`config.mk`:
```
export PLATFORM = sky130hd
export DESIGN_NAME = dtrk_top
export DESIGN_NICKNAME = d
export VERILOG_FILES = /design/src/rtl/dtrk_pkg.sv /design/src/rtl/dtrk_band_read.sv /design/src/rtl/dtrk_run_merge.sv /design/src/rtl/dtrk_page_span.sv /design/src/rtl/dtrk_top.sv
export SDC_FILE = /design/constraint.sdc
export NUM_CORES = 1
export LEC_CHECK = 0
export BUFFER_PORTS_ARGS = -buffer_cell sky130_fd_sc_hd__buf_4
export CAP_MARGIN = 10
export CORE_MARGIN = 4
export CORE_UTILIZATION = 34
export CTS_CLUSTER_DIAMETER = 30
export DETAILED_ROUTE_END_ITERATION = 12
export GPL_ROUTABILITY_DRIVEN = 1
export PLACE_DENSITY = 0.59
export SLEW_MARGIN = 20
export SYNTH_ARGS = -nofsm -noshare
export SYNTH_HDL_FRONTEND = slang
export SYNTH_SLANG_ARGS = --single-unit
```
`constraint.sdc`:
```
create_clock -name clk -period 2.2 [get_ports clk]
set_input_delay 0.44 -clock clk [delete_from_list [all_inputs] [get_ports clk]]
set_output_delay 0.44 -clock clk [all_outputs]
set_load 0.03 [all_outputs]
```
`src/rtl/dtrk_pkg.sv`:
```
package dtrk_pkg;

    typedef enum logic [1:0] {
        PLN_INDEX   = 2'd0,
        PLN_DIRECT  = 2'd1,
        PLN_CONTROL = 2'd2
    } plane_e;

    typedef enum logic [1:0] {
        ST_IDLE = 2'd0,
        ST_SCAN = 2'd1,
        ST_TAIL = 2'd2
    } scan_state_e;

    localparam int unsigned LINES_PER_BAND = 4;
    localparam int unsigned WIDE_READS     = 9;

endpackage

```
`src/rtl/dtrk_band_read.sv`:
```
module dtrk_band_read
    import dtrk_pkg::*;
#(
    parameter int unsigned PAGE_W = 10
) (
    input  logic              clk,
    input  logic              rst_n,
    input  logic              init_i,
    input  logic              active_i,
    input  logic              wide_i,
    input  logic [PAGE_W-1:0] page_i,
    input  logic              flag_i,
    output logic              req_o,
    output plane_e            plane_o,
    output logic [PAGE_W+1:0] addr_o,
    output logic              band_done_o,
    output logic              band_dirty_o
);
    localparam int unsigned SUB_W = $clog2(WIDE_READS);
    localparam logic [SUB_W-1:0] LAST_WIDE = SUB_W'(WIDE_READS - 1);

    logic [SUB_W-1:0] sub_d, sub_q;
    logic [SUB_W-1:0] lane_off;
    logic [SUB_W-1:0] last_sub;

    always_comb begin
        lane_off = sub_q - SUB_W'(1);
        last_sub = wide_i ? LAST_WIDE : '0;
        req_o    = active_i;
        if (sub_q == '0) begin
            plane_o = PLN_INDEX;
            addr_o  = {2'b00, page_i};
        end else if (sub_q <= SUB_W'(LINES_PER_BAND)) begin
            plane_o = PLN_DIRECT;
            addr_o  = {page_i, lane_off[1:0]};
        end else begin
            plane_o = PLN_CONTROL;
            addr_o  = {page_i, lane_off[1:0]};
        end
        band_dirty_o = active_i && flag_i;
        band_done_o  = active_i && (flag_i || (sub_q == last_sub));
        if (init_i || band_done_o) begin
            sub_d = '0;
        end else if (active_i) begin
            sub_d = sub_q + SUB_W'(1);
        end else begin
            sub_d = sub_q;
        end
    end

    always_ff @(posedge clk or negedge rst_n) begin
        if (!rst_n) sub_q <= '0;
        else        sub_q <= sub_d;
    end
endmodule

```
`src/rtl/dtrk_run_merge.sv`:
```
module dtrk_run_merge #(
    parameter int unsigned LINE_W = 12
) (
    input  logic              clk,
    input  logic              rst_n,
    input  logic              init_i,
    input  logic              band_done_i,
    input  logic              band_dirty_i,
    input  logic              tail_i,
    input  logic [LINE_W-1:0] line_i,
    output logic              upd_valid_o,
    output logic [LINE_W-1:0] upd_line_o,
    output logic [LINE_W-1:0] upd_count_o
);
    typedef struct packed {
        logic              open;
        logic [LINE_W-1:0] start;
        logic              vld;
        logic [LINE_W-1:0] line;
        logic [LINE_W-1:0] cnt;
    } merge_t;

    merge_t d, q;

    always_comb begin
        d     = q;
        d.vld = 1'b0;
        if (init_i) begin
            d.open = 1'b0;
        end else if (band_done_i && band_dirty_i) begin
            if (!q.open) begin
                d.open  = 1'b1;
                d.start = line_i;
            end
        end else if ((band_done_i || tail_i) && q.open) begin
            d.open = 1'b0;
            d.vld  = 1'b1;
            d.line = q.start;
            d.cnt  = line_i - q.start;
        end
    end

    always_ff @(posedge clk or negedge rst_n) begin
        if (!rst_n) q <= '0;
        else        q <= d;
    end

    assign upd_valid_o = q.vld;
    assign upd_line_o  = q.line;
    assign upd_count_o = q.cnt;
endmodule

```
`src/rtl/dtrk_page_span.sv`:
```
module dtrk_page_span #(
    parameter int unsigned PAGE_W = 10
) (
    input  logic              clk,
    input  logic              rst_n,
    input  logic              init_i,
    input  logic              hit_i,
    input  logic [PAGE_W-1:0] page_i,
    output logic [PAGE_W-1:0] lo_o,
    output logic [PAGE_W-1:0] hi_o,
    output logic              any_o
);
    typedef struct packed {
        logic [PAGE_W-1:0] lo;
        logic [PAGE_W-1:0] hi;
    } span_t;

    span_t d, q;

    always_comb begin
        d = q;
        if (init_i) begin
            d.lo = '1;
            d.hi = '0;
        end else if (hit_i) begin
            if (page_i < q.lo) d.lo = page_i;
            if (page_i > q.hi) d.hi = page_i;
        end
    end

    always_ff @(posedge clk or negedge rst_n) begin
        if (!rst_n) begin
            q.lo <= '1;
            q.hi <= '0;
        end else begin
            q <= d;
        end
    end

    assign lo_o  = q.lo;
    assign hi_o  = q.hi;
    assign any_o = (q.hi >= q.lo);
endmodule

```
`src/rtl/dtrk_top.sv`:
```
module dtrk_top
    import dtrk_pkg::*;
#(
    parameter int unsigned LINE_W = 12,
    localparam int unsigned PAGE_W = LINE_W - 2
) (
    input  logic              clk,
    input  logic              rst_n,
    input  logic              start_i,
    input  logic [LINE_W-1:0] height_i,
    input  logic              wide_i,
    output logic              flag_req_o,
    output logic [1:0]        flag_plane_o,
    output logic [LINE_W-1:0] flag_page_o,
    input  logic              flag_i,
    output logic              upd_valid_o,
    output logic [LINE_W-1:0] upd_line_o,
    output logic [LINE_W-1:0] upd_count_o,
    output logic              clr_valid_o,
    output logic [PAGE_W-1:0] clr_lo_o,
    output logic [PAGE_W-1:0] clr_hi_o,
    output logic              done_o
);
    typedef struct packed {
        scan_state_e       st;
        logic [LINE_W-1:0] line;
        logic [PAGE_W-1:0] page;
        logic [LINE_W-1:0] height;
        logic              wide;
        logic              done;
        logic              clr;
        logic [PAGE_W-1:0] lo;
        logic [PAGE_W-1:0] hi;
    } top_t;

    top_t d, q;

    logic              init;
    logic              scanning;
    logic              tail;
    logic              band_done;
    logic              band_dirty;
    plane_e            rd_plane;
    logic [PAGE_W+1:0] rd_addr;
    logic [PAGE_W-1:0] span_lo, span_hi;
    logic              span_any;
    logic [LINE_W:0]   line_next;

    assign init     = (q.st == ST_IDLE) && start_i;
    assign scanning = (q.st == ST_SCAN);
    assign tail     = (q.st == ST_TAIL);

    always_comb begin
        d         = q;
        d.done    = 1'b0;
        d.clr     = 1'b0;
        line_next = {1'b0, q.line} + (LINE_W+1)'(LINES_PER_BAND);
        unique case (q.st)
            ST_IDLE: begin
                if (start_i) begin
                    d.line   = '0;
                    d.page   = '0;
                    d.height = height_i;
                    d.wide   = wide_i;
                    d.st     = (height_i == '0) ? ST_TAIL : ST_SCAN;
                end
            end
            ST_SCAN: begin
                if (band_done) begin
                    d.line = line_next[LINE_W-1:0];
                    d.page = q.page + PAGE_W'(1);
                    if (line_next >= {1'b0, q.height}) d.st = ST_TAIL;
                end
            end
            ST_TAIL: begin
                d.done = 1'b1;
                d.clr  = span_any;
                d.lo   = span_lo;
                d.hi   = span_hi;
                d.st   = ST_IDLE;
            end
            default: d.st = ST_IDLE;
        endcase
    end

    always_ff @(posedge clk or negedge rst_n) begin
        if (!rst_n) begin
            q    <= '0;
            q.st <= ST_IDLE;
        end else begin
            q <= d;
        end
    end

    dtrk_band_read #(.PAGE_W(PAGE_W)) u_read (
        .clk          (clk),
        .rst_n        (rst_n),
        .init_i       (init),
        .active_i     (scanning),
        .wide_i       (q.wide),
        .page_i       (q.page),
        .flag_i       (flag_i),
        .req_o        (flag_req_o),
        .plane_o      (rd_plane),
        .addr_o       (rd_addr),
        .band_done_o  (band_done),
        .band_dirty_o (band_dirty)
    );

    dtrk_run_merge #(.LINE_W(LINE_W)) u_merge (
        .clk          (clk),
        .rst_n        (rst_n),
        .init_i       (init),
        .band_done_i  (band_done),
        .band_dirty_i (band_dirty),
        .tail_i       (tail),
        .line_i       (q.line),
        .upd_valid_o  (upd_valid_o),
        .upd_line_o   (upd_line_o),
        .upd_count_o  (upd_count_o)
    );

    dtrk_page_span #(.PAGE_W(PAGE_W)) u_span (
        .clk    (clk),
        .rst_n  (rst_n),
        .init_i (init),
        .hit_i  (band_done && band_dirty),
        .page_i (q.page),
        .lo_o   (span_lo),
        .hi_o   (span_hi),
        .any_o  (span_any)
    );

    assign flag_plane_o = rd_plane;
    assign flag_page_o  = rd_addr;
    assign clr_valid_o  = q.clr;
    assign clr_lo_o     = q.lo;
    assign clr_hi_o     = q.hi;
    assign done_o       = q.done;
endmodule

```
==> impl_metrics.toml <==
[power_and_ir_drop]
p_leak_nw = 4.18
power.internal_mw = 7.92
p_switching_mw = 5.23
comb_power_share_pct = 52.9
clockPowerShare_pct = 22.5
power.density_nw_per_um2 = 1510
power_frac_seq_pct = 24.6
vdd_drop_max_v = 0.000739
swShare_pct = 39.8
report.power.total_mw = 13.2

[routing]
drtPass1Iterations = 4
num_vias = 5328
postRouteAntennaNets = 0
wl_per_cell_um = 15.5
drtIter0Drc = 277
via_per_inst = 4.88
drt-total-wl_mm = 16.9
drc = 0

[die]
ios = 79
start_util_pct = 34.9
core_sq_um = 18900
rows = 50
die_h_um = 147
dieArea_sq_um = 21700
dieWidth_um = 147

[critical_path]
path_delay_family = "flip-flops"
cp-end-kind = "output pin"
cp_max_fo = 5
cp_cell_sequence = "inv_2, ha_4, nor2b_4, nor2b_4, buf_6, mux2_4, buf_6"
cp_num_cells = 7
critPathLaunchType = "flop"
cp.buffers_inverters = 3
timing.rr.start = "q[47]"
worst_r2r_path_depth = 10
endpoint = "flag_page_o[3]"
crit_start = "u_read.sub_q[1]"
reg2reg_slack_ns = -0.14
critPathKind = "flop to output pin"
cp.arrival_ns = 1.92
r2r-end = "q[58]"
max_stage_delay_ns = 0.39
crit_required_ns = 1.76
crit_path_top_delay_cell = "dfrtp_1"

[sta]
period_needed_ns = 2.36
skew_ns = 0.00592
hold_viol_final = 0
finalCritPeriodShare_pct = 107
worst_pin_slew_ns = 0.480
rsz0062_at_grt = "true"
setup_viol = 14
setup_ws_ns = -0.165
maxSlewViolCount = 0
relSlewSlack_pct = 67.5
fmax_mhz = 423

[global_route]
grtUsageTotal_pct = 16.0
grt_overflow = 0
grt_max_degree = 46
grt_pass1_wl_mm = 27.7
grt_pass1_vias = 5192
antenna_found_initial = 0
grt-busiest-layer = "met2"
use_met3_pct = 4.32
gr-usage-met2_pct = 23.5
grt_use_met1_pct = 23.4

[place]
place_hpwl_mm = 12.2
numPortBuffers = 75
post_dp_cell_area_sq_um = 7690
gp_congestion = 0.824
placedCellCount = 1044

[finish]
syn2layout_area_growth_pct = 32.1
stdcell_area_sq_um = 8720
finish.net_count = 890
multi_input_area_sq_um = 3380
post-route-util_pct = 46.1
nFillCells = 1843
seq_area_sq_um = 2870
antennaDiodeCount = 0
drive_gt1_share_pct = 32.6
final_cell_count_no_fill = 1091

[cts]
clock_latency_ns = 0.42
cts_sinks = 114
cts_tree = "done"
htreeDepth = 4
clk_pin_slew_worst_paths_ns = 0.06
clock_path_buffers = 2
numCtsBuffers = 17
cts-root-buf = "clkbuf_16"

[run]
drv_cap = 0

[yosys]
yosysSeqAreaShare_pct = 43.4
netlist.area_leader.share_pct = 39.4
synth.most_common_cell = "nand2_1"
synth_warnings = 0
synth_common_cells = "109 x nand2_1, 104 x dfrtp_1, 82 x o21ai_0, 53 x ha_1, 50 x inv_1"
syn_inst = 706
synth_ff_type = "dfrtp_1"
synth-edff-count = 0
synthArstFlopShare_pct = 100
synth_cell_types = 62
synthesis.area_sq_um = 6600
post-synth-top-area-cell = "dfrtp_1"
ys_seq_elements = 114
syn_area_per_cell_sq_um = 9.35
synthTopCellsByArea = "dfrtp_1 39%, ha_1 10%, o21ai_0 6.2%"

[hold_path]
holdCritPathClass = "input port to flop"

[status]
status = "finished, violations left"
violations = "setup timing"
## registers in the layout, summed over array words and instances, names as in the netlist
name                 count
done_o                   1
u_read.sub_q             4
u_merge.upd_count_o     11
clr_valid_o              1
u_merge.upd_valid_o      1
q                       35
u_span.hi_o             10
clr_hi_o                10
clr_lo_o                10
u_merge.q               11
u_span.lo_o             10
u_merge.upd_line_o      10
## layout make-up
type / count / share of cell area (%)
well taps: 260 / 3.73
repair buffers: 162 / 15.1
clock inverters: 10 / 1.78
clock buffers: 21 / 5.51
flip-flops and latches: 114 / 32.9
multi-input cells: 473 / 38.8
inverters: 51 / 2.27
## layer usage
metal / share of wire, % / up-vias
li1: - / 2628
met5: 0 / -
met1: 50 / 2528
met2: 43 / 151
met4: 1.4 / 0
met3: 5.5 / 21
## through the flow
step	setup WS, ns	hold slack, ns	TNS (ns)
floorplan	-0.0222	0.144	-0.0865
global placement	0.0102	0.402	0
detailed placement	-0.0672	0.403	-0.504
CTS	-0.185	0.195	-2.12
global route	-0.281	0.214	-3.18
finish	-0.165	0.213	-1.53
## power by group through the flow
| stage | Clock [mW] | Combinational, mW | Sequential, mW |
|---|---|---|---|
| 6_report | 2.96 | 6.95 | 3.24 |
| 4_1_cts | 3.01 | 6.75 | 3.25 |
| 3_3_place_gp | 0 | 6.34 | 3.25 |
| 5_1_grt | 3.11 | 7.65 | 3.34 |
| 2_1_floorplan | 0 | 4.53 | 3.26 |
| 3_5_place_dp | 0 | 6.44 | 3.27 |
## how the worst min path moves through the flow
stage	startpoint	end	slack, ns	depth (start not counted)
after detailed placement	rst_n	u_read.sub_q[1]	0.40	1
after CTS	wide_i	q[22]	0.20	3
after floorplan	rst_n	clr_hi_o[0]	0.14	0
after global routing	wide_i	q[22]	0.21	3
after global placement	rst_n	u_read.sub_q[1]	0.40	1
final	wide_i	q[22]	0.21	3
## placed cells by master (no fill, tap or decap), drive strengths merged, types with 5 or more instances in the layout
cell    Yosys  final
buf        52    161
nand2     109    109
dfrtp     104    104
o21ai      82     82
ha         53     53
inv        51     50
o211ai     27     27
nor2       24     24
clkbuf     18     21
a21oi      19     19
nand3      17     17
mux2       14     14
xnor2      13     13
dfstp      10     10
a21o        9      9
nor2b       9      9
nand2b      8      8
or3         8      8
and3        7      7
xor2        6      6
nor4        5      5
## worst register-to-register path: cells and delay by family (launching register included)
family          cells  cell delay, ns
xor+xnor            1            0.17
simple gates        4            0.50
compound gates      3            0.61
fa+ha+maj           2            0.54
flops               1            0.38
## timing repair
action	4_1_cts	5_1_grt
hold buffers	1	0
resized for setup	34	26
pin swaps	9	14
endpoints found under the hold margin	26	0
gates cloned	1	0
setup endpoints to repair	24	37
setup buffers	8	6
## kinds of logic (layout without fill, tap and decap cells)
kind of cell	Yosys count	count (layout)	synth area share, %
DFF	114	114	43.4
buffers and inverters	121	244	9.58
and+or+nand+nor	210	210	15.0
muxes	16	16	2.69
AOI/OAI and AO/OA	170	170	16.3
other	2	4	0.114
adders and majority gates	54	54	10.4
xor gates and xnor gates	19	19	2.52
No activity file was read; power rests on OpenSTA's default activity.
